`src/rtl/lbsel_pkg.sv`:
```
package lbsel_pkg;
  typedef enum logic {
    SIDE_TX = 1'b0,
    SIDE_RX = 1'b1
  } side_e;
endpackage

```
`src/rtl/lbsel_rst_sync.sv`:
```
module lbsel_rst_sync (
  input  logic clk,
  input  logic rst_n,
  output logic rst_ns
);
  logic meta_q;

  always_ff @(posedge clk or negedge rst_n) begin
    if (!rst_n) begin
      meta_q <= 1'b0;
      rst_ns <= 1'b0;
    end else begin
      meta_q <= 1'b1;
      rst_ns <= meta_q;
    end
  end
endmodule

```
`src/rtl/lbsel_cfg.sv`:
```
module lbsel_cfg
  import lbsel_pkg::*;
#(
  parameter int NUM_CH = 32,
  localparam int CHW = $clog2(NUM_CH)
) (
  input  logic              clk,
  input  logic              rst_n,
  input  logic              cfg_wr,
  input  logic              cfg_side,
  input  logic              cfg_en,
  input  logic [CHW-1:0]    cfg_ch,
  input  logic [NUM_CH-1:0] hyper_map,
  output logic              tx_on,
  output logic [CHW-1:0]    tx_ch,
  output logic              rx_on,
  output logic [CHW-1:0]    rx_ch,
  output logic              err
);
  localparam int NSIDE = 2;

  logic              refuse, accept;
  logic [NSIDE-1:0]  on_q, on_d, upd;
  logic [CHW-1:0]    ch_q [NSIDE];
  logic [CHW-1:0]    ch_d [NSIDE];
  logic              err_d, err_q;

  always_comb begin
    refuse = cfg_wr && cfg_en && hyper_map[cfg_ch];
    accept = cfg_wr && !refuse;
    err_d  = err_q | refuse;
  end

  for (genvar s = 0; s < NSIDE; s++) begin : g_side
    always_comb begin
      upd[s]  = accept && (cfg_side == s[0]);
      on_d[s] = cfg_en;
      ch_d[s] = cfg_en ? cfg_ch : ch_q[s];
    end

    always_ff @(posedge clk or negedge rst_n) begin
      if (!rst_n) begin
        on_q[s] <= 1'b0;
        ch_q[s] <= '0;
      end else if (upd[s]) begin
        on_q[s] <= on_d[s];
        ch_q[s] <= ch_d[s];
      end
    end
  end

  always_ff @(posedge clk or negedge rst_n) begin
    if (!rst_n) err_q <= 1'b0;
    else        err_q <= err_d;
  end

  assign tx_on = on_q[SIDE_TX];
  assign tx_ch = ch_q[SIDE_TX];
  assign rx_on = on_q[SIDE_RX];
  assign rx_ch = ch_q[SIDE_RX];
  assign err   = err_q;

  assert_set_tx_R2: assert property (@(posedge clk) disable iff (!rst_n)
    (cfg_wr && cfg_en && !hyper_map[cfg_ch] && cfg_side == SIDE_TX)
      |=> (tx_on && tx_ch == $past(cfg_ch)));

  assert_clear_rx_R4: assert property (@(posedge clk) disable iff (!rst_n)
    (cfg_wr && !cfg_en && cfg_side == SIDE_RX) |=> !rx_on);

  assert_refuse_keeps_R5: assert property (@(posedge clk) disable iff (!rst_n)
    (cfg_wr && cfg_en && hyper_map[cfg_ch])
      |=> (err && $stable(tx_on) && $stable(rx_on) && $stable(tx_ch) && $stable(rx_ch)));

  assert_err_sticky_R5: assert property (@(posedge clk) disable iff (!rst_n)
    err |=> err);
endmodule

```
`src/rtl/lbsel_fifo.sv`:
```
module lbsel_fifo #(
  parameter int DW    = 8,
  parameter int DEPTH = 4,
  localparam int AW = $clog2(DEPTH),
  localparam int CW = $clog2(DEPTH + 1)
) (
  input  logic          clk,
  input  logic          rst_n,
  input  logic          push,
  input  logic [DW-1:0] push_data,
  input  logic          pop_req,
  output logic [DW-1:0] head,
  output logic          empty,
  output logic          ovf
);
  logic [DW-1:0] mem [DEPTH];
  logic [AW-1:0] rd_q, rd_d, wr_q, wr_d;
  logic [CW-1:0] cnt_q, cnt_d;
  logic          ovf_q, ovf_d;
  logic          full, pop, drop;

  function automatic logic [AW-1:0] ptr_inc(input logic [AW-1:0] p);
    return (p == AW'(DEPTH - 1)) ? '0 : p + 1'b1;
  endfunction

  always_comb begin
    full  = (cnt_q == CW'(DEPTH));
    empty = (cnt_q == '0);
    pop   = pop_req && !empty;
    drop  = push && full && !pop;
    head  = mem[rd_q];

    rd_d  = (pop || drop) ? ptr_inc(rd_q) : rd_q;
    wr_d  = push ? ptr_inc(wr_q) : wr_q;
    ovf_d = ovf_q | drop;

    unique case ({push, pop})
      2'b10:   cnt_d = full ? cnt_q : cnt_q + 1'b1;
      2'b01:   cnt_d = cnt_q - 1'b1;
      default: cnt_d = cnt_q;
    endcase
  end

  always_ff @(posedge clk or negedge rst_n) begin
    if (!rst_n) begin
      rd_q  <= '0;
      wr_q  <= '0;
      cnt_q <= '0;
      ovf_q <= 1'b0;
    end else begin
      rd_q  <= rd_d;
      wr_q  <= wr_d;
      cnt_q <= cnt_d;
      ovf_q <= ovf_d;
    end
  end

  always_ff @(posedge clk) begin
    if (push) mem[wr_q] <= push_data;
  end

  assign ovf = ovf_q;

  assert_count_bound_R10: assert property (@(posedge clk) disable iff (!rst_n)
    cnt_q <= CW'(DEPTH));

  assert_drop_oldest_R10: assert property (@(posedge clk) disable iff (!rst_n)
    (push && full && !pop_req) |=> (ovf && cnt_q == CW'(DEPTH)));

  assert_swap_no_ovf_R11: assert property (@(posedge clk) disable iff (!rst_n)
    (push && pop_req && full && !ovf) |=> !ovf);

  assert_ovf_sticky_R10: assert property (@(posedge clk) disable iff (!rst_n)
    ovf |=> ovf);
endmodule

```
`src/rtl/lbsel_rx_out.sv`:
```
module lbsel_rx_out #(
  parameter int DW  = 8,
  parameter int CHW = 5
) (
  input  logic           clk,
  input  logic           rst_n,
  input  logic           trk_vld,
  input  logic [CHW-1:0] trk_ch,
  input  logic [DW-1:0]  trk_byte,
  input  logic           loop_on,
  input  logic [CHW-1:0] loop_ch,
  input  logic           buf_empty,
  input  logic [DW-1:0]  buf_head,
  output logic           pop_req,
  output logic           rx_vld,
  output logic [CHW-1:0] rx_ch,
  output logic [DW-1:0]  rx_byte
);
  localparam logic [DW-1:0] IDLE = '1;

  logic          hit;
  logic [DW-1:0] byte_d;

  always_comb begin
    hit     = trk_vld && loop_on && (trk_ch == loop_ch);
    pop_req = hit;
    if (!hit)          byte_d = trk_byte;
    else if (buf_empty) byte_d = IDLE;
    else               byte_d = buf_head;
  end

  always_ff @(posedge clk or negedge rst_n) begin
    if (!rst_n) begin
      rx_vld  <= 1'b0;
      rx_ch   <= '0;
      rx_byte <= '0;
    end else begin
      rx_vld <= trk_vld;
      if (trk_vld) begin
        rx_ch   <= trk_ch;
        rx_byte <= byte_d;
      end
    end
  end

  assert_valid_follows_R6: assert property (@(posedge clk) disable iff (!rst_n)
    1'b1 |=> (rx_vld == $past(trk_vld)));

  assert_passthrough_R6: assert property (@(posedge clk) disable iff (!rst_n)
    (trk_vld && !(loop_on && trk_ch == loop_ch))
      |=> (rx_byte == $past(trk_byte) && rx_ch == $past(trk_ch)));

  assert_idle_on_empty_R9: assert property (@(posedge clk) disable iff (!rst_n)
    (trk_vld && loop_on && trk_ch == loop_ch && buf_empty) |=> (rx_byte == IDLE));
endmodule

```
`src/rtl/chan_loop_sel.sv`:
```
module chan_loop_sel #(
  parameter int NUM_CH = 32,
  parameter int DW     = 8,
  parameter int DEPTH  = 4,
  localparam int CHW = $clog2(NUM_CH)
) (
  input  logic              clk,
  input  logic              rst_n,
  input  logic              cfg_wr,
  input  logic              cfg_side,
  input  logic              cfg_en,
  input  logic [CHW-1:0]    cfg_ch,
  input  logic [NUM_CH-1:0] hyper_map,
  input  logic              tx_vld,
  input  logic [CHW-1:0]    tx_ch,
  input  logic [DW-1:0]     tx_byte,
  input  logic              trk_vld,
  input  logic [CHW-1:0]    trk_ch,
  input  logic [DW-1:0]     trk_byte,
  output logic              rx_vld,
  output logic [CHW-1:0]    rx_ch,
  output logic [DW-1:0]     rx_byte,
  output logic              loop_tx_on,
  output logic [CHW-1:0]    loop_tx_ch,
  output logic              loop_rx_on,
  output logic [CHW-1:0]    loop_rx_ch,
  output logic              cfg_err,
  output logic              buf_ovf
);
  logic          rst_ns;
  logic          push, pop_req, buf_empty;
  logic [DW-1:0] buf_head;

  lbsel_rst_sync u_rst (
    .clk    (clk),
    .rst_n  (rst_n),
    .rst_ns (rst_ns)
  );

  lbsel_cfg #(.NUM_CH(NUM_CH)) u_cfg (
    .clk       (clk),
    .rst_n     (rst_ns),
    .cfg_wr    (cfg_wr),
    .cfg_side  (cfg_side),
    .cfg_en    (cfg_en),
    .cfg_ch    (cfg_ch),
    .hyper_map (hyper_map),
    .tx_on     (loop_tx_on),
    .tx_ch     (loop_tx_ch),
    .rx_on     (loop_rx_on),
    .rx_ch     (loop_rx_ch),
    .err       (cfg_err)
  );

  always_comb push = tx_vld && loop_tx_on && (tx_ch == loop_tx_ch);

  lbsel_fifo #(.DW(DW), .DEPTH(DEPTH)) u_buf (
    .clk       (clk),
    .rst_n     (rst_ns),
    .push      (push),
    .push_data (tx_byte),
    .pop_req   (pop_req),
    .head      (buf_head),
    .empty     (buf_empty),
    .ovf       (buf_ovf)
  );

  lbsel_rx_out #(.DW(DW), .CHW(CHW)) u_out (
    .clk       (clk),
    .rst_n     (rst_ns),
    .trk_vld   (trk_vld),
    .trk_ch    (trk_ch),
    .trk_byte  (trk_byte),
    .loop_on   (loop_rx_on),
    .loop_ch   (loop_rx_ch),
    .buf_empty (buf_empty),
    .buf_head  (buf_head),
    .pop_req   (pop_req),
    .rx_vld    (rx_vld),
    .rx_ch     (rx_ch),
    .rx_byte   (rx_byte)
  );

  assert_only_tx_loop_enters_R8: assert property (@(posedge clk) disable iff (!rst_ns)
    (tx_vld && !loop_tx_on && buf_empty && !trk_vld) |=> buf_empty);
endmodule

```
`config.mk`:
```
export PLATFORM = sky130hd
export DESIGN_NAME = chan_loop_sel
export DESIGN_NICKNAME = d
export VERILOG_FILES = /design/src/rtl/lbsel_pkg.sv /design/src/rtl/lbsel_rst_sync.sv /design/src/rtl/lbsel_cfg.sv /design/src/rtl/lbsel_fifo.sv /design/src/rtl/lbsel_rx_out.sv /design/src/rtl/chan_loop_sel.sv
export SDC_FILE = /design/constraint.sdc
export NUM_CORES = 1
export LEC_CHECK = 0
export BUFFER_PORTS_ARGS = -buffer_cell sky130_fd_sc_hd__clkbuf_2
export CAP_MARGIN = 25
export CORE_MARGIN = 5
export CORE_UTILIZATION = 30
export CTS_CLUSTER_SIZE = 24
export DETAILED_ROUTE_END_ITERATION = 8
export GPL_TIMING_DRIVEN = 0
export PLACE_DENSITY = 0.62
export SYNTH_ARGS = -nofsm -noshare
export SYNTH_HDL_FRONTEND = slang
export SYNTH_SLANG_ARGS = --single-unit
```
`constraint.sdc`:
```
create_clock -name clk -period 1.5 [get_ports clk]
set_input_delay 0.075 -clock clk [delete_from_list [all_inputs] [get_ports clk]]
set_output_delay 0.075 -clock clk [all_outputs]
set_load 0.02 [all_outputs]
```
==> flow_summary.json, run 1 <==
{
  "cts_root_buffer": "clkbuf_8",
  "num-fill-cells": 1028,
  "routabilityCongestion": 0.8699,
  "firstDrtPassIters": 4,
  "rr_worst_depth": 9,
  "hold_class": "primary input to flop",
  "wl_um": 8171,
  "die_area_sq_um": 12960,
  "async_reset_ff_share_pct": 53.62,
  "syn_area_sq_um": 3234,
  "p_clk_share_pct": 26.7,
  "hold_end": "u_out.rx_ch[1]$_DFFE_PN0P_",
  "synthTopCellsByCount": "dfrtp_1, edfxtp_1, mux2_2",
  "p_sw_w": 0.001824,
  "drtAntennaViolNets": 0,
  "irDropWorstVdd_uv": 645.3,
  "synth_area_leaders": "edfxtp_1, dfrtp_1, mux2_2",
  "io_pins": 98,
  "synthCells": 240,
  "finClkSkew_ps": 13.07,
  "synth_edf_count": 32,
  "drv_cap": 0,
  "period_needed_ps": 2623,
  "clk_latency_ps": 350,
  "synth_cell_types": 39,
  "required_ps": 1740,
  "cts_buffer_depth": 2,
  "diodes": 0,
  "viasPerCell": 4.552,
  "critPathKind": "flop to flop",
  "drive_gt1_share_pct": 52.60,
  "cts_buffers": 9,
  "comb_power_share_pct": 29.4,
  "fp.dieH_um": 113.8,
  "wl_per_cell_um": 15.59,
  "rsz0062_at_grt": "true",
  "path_max_fanout": 4,
  "first_global_vias": 2497,
  "r2r_end": "u_buf.cnt_q[2]$_DFFE_PN0P_",
  "ys_seq_elements": 69,
  "post-place-ws_ps": -1490,
  "fp.dieW_um": 113.8,
  "synth_top_area_cell": "edfxtp_1",
  "synthesis.nets": 316,
  "p_seq_share_pct": 43.8,
  "worstReg2RegStart": "u_cfg.rx_ch[2]$_DFFE_PN0P_",
  "overflow": 0,
  "arrival_ps": 2870,
  "slew_headroom_pct": 38.03,
  "clock.fmax_ghz": 0.3813,
  "holdPathStages": 2,
  "syn2layout_area_growth_pct": 40.66,
  "grt_max_degree": 36,
  "drcViolationCount": 0,
  "syn_avg_cell_area_sq_um": 13.48,
  "synth_flop_cell": "dfrtp_1",
  "rows": 38,
  "synth_seq_area_share_pct": 58.34,
  "fin_util_pct": 42.53,
  "finalNetCount": 455,
  "synth_top_area_share_pct": 29.71,
  "power.density_nw_per_um2": 1209,
  "setup_slack_ps": -1123,
  "cts-htree-levels": 3,
  "io_buffer_count": 96,
  "dr.first_iter.drc_count": 70,
  "grt.total_usage_pct": 13.00,
  "p_sw_share_pct": 33.17,
  "setup_viol": 46,
  "total_power_w": 0.005499,
  "post-route-period-util_pct": 174.9,
  "setup.worst_path.start_class": "flop",
  "end_kind": "flop",
  "outcome": "complete, but fails checks",
  "place_hpwl_um": 5849,
  "hp-start": "trk_ch[1]",
  "core_sq_um": 10700,
  "antenna_found_initial": 0,
  "grt_pass1_wl_um": 13080,
  "start_util_pct": 30.23,
  "fin_hold_ws_ps": 4.159,
  "synth_most_common_cell": "dfrtp_1",
  "ys_warn_count": 0,
  "maxSlewViolCount": 0,
  "vias": 2385,
  "r2r_slack_ps": -1120,
  "worst_pin_slew_ps": 922.5,
  "p_leak_nw": 2.017,
  "p_int_w": 0.003675,
  "failed_checks": "negative setup slack",
  "clk_pin_slew_ps": 90,
  "numClockSinks": 69,
  "hold_viol_final": 0,
  "cts_tree": "done"
}
## power by group through the flow
| stage | combinational [W] | sequential, W | clock [W] |
|---|---|---|---|
| 6_report | 0.00162 | 0.00241 | 0.00147 |
| 5_1_grt | 0.00179 | 0.00245 | 0.00162 |
| 4_1_cts | 0.00156 | 0.00241 | 0.00153 |
| 3_5_place_dp | 0.00138 | 0.00246 | 0 |
| 3_3_place_gp | 0.00134 | 0.00245 | 0 |
| 2_1_floorplan | 0.000794 | 0.00257 | 0 |
## final cells by class
type                            instances  area [sq um]  area share (%)
Tap cell                              140         175.2           3.850
Multi-Input combinational cell        158          1408           30.94
Timing Repair Buffer                  128         777.0           17.08
Buffer                                  8         85.08           1.870
Clock buffer                            9         123.9           2.723
Inverter                                5         18.77          0.4125
Clock inverter                          7         65.06           1.430
Sequential cell                        69          1897           41.69
## stage by stage
stage	cell area, sq um	setup TNS, ps	std cells
4_1_cts	4449	-11850	520
2_1_floorplan	3293	-8738	240
5_1_grt	4549	-16210	524
3_3_place_gp	3949	-22300	476
3_5_place_dp	3955	-20160	477
6_report	4549	-11930	524
## sequential cells by signal (all words and copies together) (netlist names), 2 cells and up
signal and flops:
u_cfg.tx_ch 5, u_buf.rd_q 2, u_buf.mem 32, u_buf.cnt_q 3
u_out.rx_byte 8, u_cfg.rx_ch 5, u_buf.wr_q 2, u_out.rx_ch 5
## worst max-delay path, cell delays in order (launching register included)
cell and delay, ps:
dfrtp_2 420, xor2_1 160, nor4_2 290, nand4_1 180, clkbuf_8 180, or3_4 330, fa_2 370, nand3b_1 180
a21boi_2 160, a211o_1 250
## how the worst max path moves through the flow
stage                                          start                    endpoint  slack [ps]
after floorplan           u_cfg.rx_ch[0]$_DFFE_PN0P_  u_buf.cnt_q[2]$_DFFE_PN0P_       -1130
after global placement    u_cfg.rx_ch[0]$_DFFE_PN0P_  u_buf.cnt_q[2]$_DFFE_PN0P_       -1510
after detailed placement  u_cfg.rx_ch[0]$_DFFE_PN0P_  u_buf.cnt_q[2]$_DFFE_PN0P_       -1490
after CTS                 u_cfg.rx_ch[2]$_DFFE_PN0P_  u_buf.cnt_q[2]$_DFFE_PN0P_       -1170
after global routing      u_cfg.rx_ch[2]$_DFFE_PN0P_  u_buf.cnt_q[2]$_DFFE_PN0P_       -1290
final                     u_cfg.rx_ch[2]$_DFFE_PN0P_  u_buf.cnt_q[2]$_DFFE_PN0P_       -1120
## repair_timing
item,in CTS,in global routing
endpoints found under the hold margin,38,0
gates resized for setup,14,23
cloned,1,0
pin swaps,15,4
hold buffers,13,0
buffers inserted,13,5
endpoints found under the setup margin,46,48
## cell usage in the layout, fill, tap and decap left out, types with 8 or more instances in the layout
cell	instances
clkbuf_2	96
dfrtp_1	29
clkbuf_8	10
buf_4	14
dlygate4sd3_1	13
mux2_2	22
mux4_2	8
nor2_1	14
dfrtp_2	8
nand2_1	15
edfxtp_1	32
mux2i_1	17
## routing by layer
layer | share of wire [%] | vias to the layer above | GRT usage (%)
met5 | 0 | - | 0
met2 | 49 | 81 | 21.95
met1 | 41 | 1140 | 16.33
li1 | - | 1154 | -
met4 | 1.3 | 0 | 4.117
met3 | 8.0 | 10 | 3.395
## kinds of logic after synthesis
family / synth area share, %
compound gates: 5.339
fa+ha+maj: 2.553
other cells: 0.1159
buf+inv: 1.895
mux: 19.54
flops: 58.34
xor+xnor: 3.249
simple gates: 8.975
No activity file was read; power rests on OpenSTA's default activity.
==> run 2: changes to the inputs <==
CTS_BUF_LIST = sky130_fd_sc_hd__clkbuf_4   (was not set)
SLEW_MARGIN = 15   (was not set)
==> flow_summary.json, run 2 (same netlist as run 1, synthesis figures left out) <==
{
  "outcome": "complete, but fails checks",
  "failed_checks": "negative setup slack",
  "firstDrtPassIters": 4,
  "clk_latency_ps": 410,
  "p_seq_share_pct": 44.8,
  "die_area_sq_um": 12960,
  "antenna_found_initial": 0,
  "viasPerCell": 4.581,
  "arrival_ps": 2950,
  "diodes": 0,
  "drcViolationCount": 0,
  "p_leak_nw": 2.067,
  "path_max_fanout": 3,
  "first_global_vias": 2663,
  "drtAntennaViolNets": 0,
  "period_needed_ps": 2639,
  "clock.fmax_ghz": 0.3789,
  "hp-start": "cfg_en",
  "slew_headroom_pct": 40.66,
  "rr_worst_depth": 9,
  "hold_class": "primary input to flop",
  "finClkSkew_ps": 27.81,
  "required_ps": 1810,
  "largest_reg_flops": 32,
  "drive_gt1_share_pct": 50.25,
  "setup_tns_ps": -13680,
  "power.density_nw_per_um2": 1140,
  "setup.worst_path.start_class": "flop",
  "core_sq_um": 10700,
  "end_kind": "flop",
  "wl_um": 8614,
  "worst_pin_slew_ps": 883.4,
  "irDropWorstVdd_uv": 591.3,
  "io_pins": 98,
  "vias": 2483,
  "finalNetCount": 473,
  "clk_pin_slew_ps": 140,
  "cts_buffers": 9,
  "r2r_slack_ps": -1140,
  "drv_cap": 0,
  "p_int_w": 0.003578,
  "final_common_cell": "clkbuf_2",
  "num-fill-cells": 1002,
  "endpoint": "u_buf.cnt_q[2]$_DFFE_PN0P_",
  "syn2layout_area_growth_pct": 44.91,
  "fp.dieH_um": 113.8,
  "routabilityCongestion": 0.8699,
  "fin_util_pct": 43.81,
  "startpoint": "u_cfg.rx_ch[0]$_DFFE_PN0P_",
  "setup_viol": 47,
  "io_buffer_count": 96,
  "cts_buffer_depth": 2,
  "cts-htree-levels": 3,
  "overflow": 0,
  "place_hpwl_um": 5923,
  "comb_power_share_pct": 31.1,
  "cts_tree": "done",
  "p_clk_share_pct": 24.1,
  "final_cell_mix": "clkbuf_2, edfxtp_1, dlygate4sd3_1, dfrtp_1, mux2_2",
  "fin_hold_ws_ps": 40.71,
  "cts_root_buffer": "clkbuf_4",
  "critPathKind": "flop to flop",
  "hold_viol_final": 0,
  "post-route-period-util_pct": 176.0,
  "grt_pass1_wl_um": 13840,
  "rows": 38,
  "fp.dieW_um": 113.8,
  "start_util_pct": 30.23,
  "p_sw_w": 0.001767,
  "maxSlewViolCount": 0,
  "grt.total_usage_pct": 13.63,
  "wl_per_cell_um": 15.89,
  "reg_top3": "u_buf.mem x32, u_out.rx_byte x8",
  "numClockSinks": 69,
  "grt_max_degree": 22,
  "worstReg2RegStart": "u_cfg.rx_ch[0]$_DFFE_PN0P_",
  "multi_input_area_sq_um": 1391,
  "setup_slack_ps": -1139,
  "top_register": "u_buf.mem",
  "r2r_end": "u_buf.cnt_q[2]$_DFFE_PN0P_",
  "p_sw_share_pct": 33.05,
  "dr.first_iter.drc_count": 121,
  "register_area_sq_um": 1897,
  "rsz0062_at_grt": "true"
}
-- run 2: cell types whose count changed in the layout (fill, tap and decap cells not counted), moves of 3 or more --
cell | before | now
dlygate4sd3_1 | 13 | 29
clkbuf_8 | 10 | 2
clkbuf_4 | 0 | 9
o21ai_0 | 4 | 7
-- run 2: worst min-delay path by stage --
| stage | end | slack [ps] | cells past startpoint |
|---|---|---|---|
| CTS | u_cfg.tx_ch[4]$_DFFE_PN0P_ | 3 | 2 |
| floorplan | u_rst.meta_q$_DFF_PN0_ | -220 | 0 |
| detailed placement | u_rst.meta_q$_DFF_PN0_ | -130 | 1 |
| global placement | u_rst.rst_ns$_DFF_PN0_ | -140 | 1 |
| finish | u_cfg.tx_on$_DFFE_PN0P_ | 40 | 4 |
| global route | u_out.rx_byte[2]$_DFFE_PN0P_ | 20 | 4 |
-- run 2: routing by layer --
layer  vias up  part of all wire, %  track usage [%]
met5         -                    0                0
met4         0                 0.70            2.375
met3         7                  7.4            4.350
met2        81                   50            23.83
met1      1201                   41            16.76
li1       1194                    -                -
-- run 2: critical path: stages (launching register included) --
cell      delay (ps)
dfrtp_2          440
xor2_1           160
nor4_2           280
nand4_1          200
clkbuf_8         180
or3_4            330
fa_2             360
nand3b_1         190
a21boi_2         170
a211o_1          250
-- run 2: power by group through the flow --
| stage | sequential, W | clock, W | combinational, W |
|---|---|---|---|
| floorplan | 0.00257 | 0 | 0.000794 |
| finish | 0.00240 | 0.00129 | 0.00166 |
| global route | 0.00243 | 0.00143 | 0.00183 |
| CTS | 0.00239 | 0.00133 | 0.00163 |
| global placement | 0.00245 | 0 | 0.00134 |
| detailed placement | 0.00245 | 0 | 0.00139 |
-- run 2: area by class of cell --
| cell class | instances | share of cell area (%) |
|---|---|---|
| sequential | 69 | 40.47 |
| inverter | 5 | 0.4004 |
| timing repair buffer | 146 | 20.72 |
| tap | 140 | 3.737 |
| buffer | 8 | 1.815 |
| clock inverter | 7 | 1.735 |
| multi-input combinational | 158 | 29.68 |
| clock buffer | 9 | 1.442 |
-- run 2: stage by stage --
| stage | instances | instance area [sq um] | total power [W] | worst slack [ps] |
|---|---|---|---|---|
| 2_1_floorplan | 240 | 3293 | 0.003367 | -1131 |
| 3_3_place_gp | 476 | 3949 | 0.003792 | -1511 |
| 3_5_place_dp | 478 | 3983 | 0.003845 | -1460 |
| 4_1_cts | 537 | 4609 | 0.005357 | -1141 |
| 5_1_grt | 542 | 4687 | 0.005683 | -1274 |
| 6_report | 542 | 4687 | 0.005345 | -1139 |
-- run 2: what timing repair did --
| item | 4_1_cts | 5_1_grt |
|---|---|---|
| pin swaps | 15 | 8 |
| hold endpoints to repair | 54 | 2 |
| gates cloned | 1 | 0 |
| endpoints found under the setup margin | 46 | 48 |
| resized for setup | 18 | 13 |
| hold buffers | 28 | 1 |
| buffers inserted | 14 | 6 |
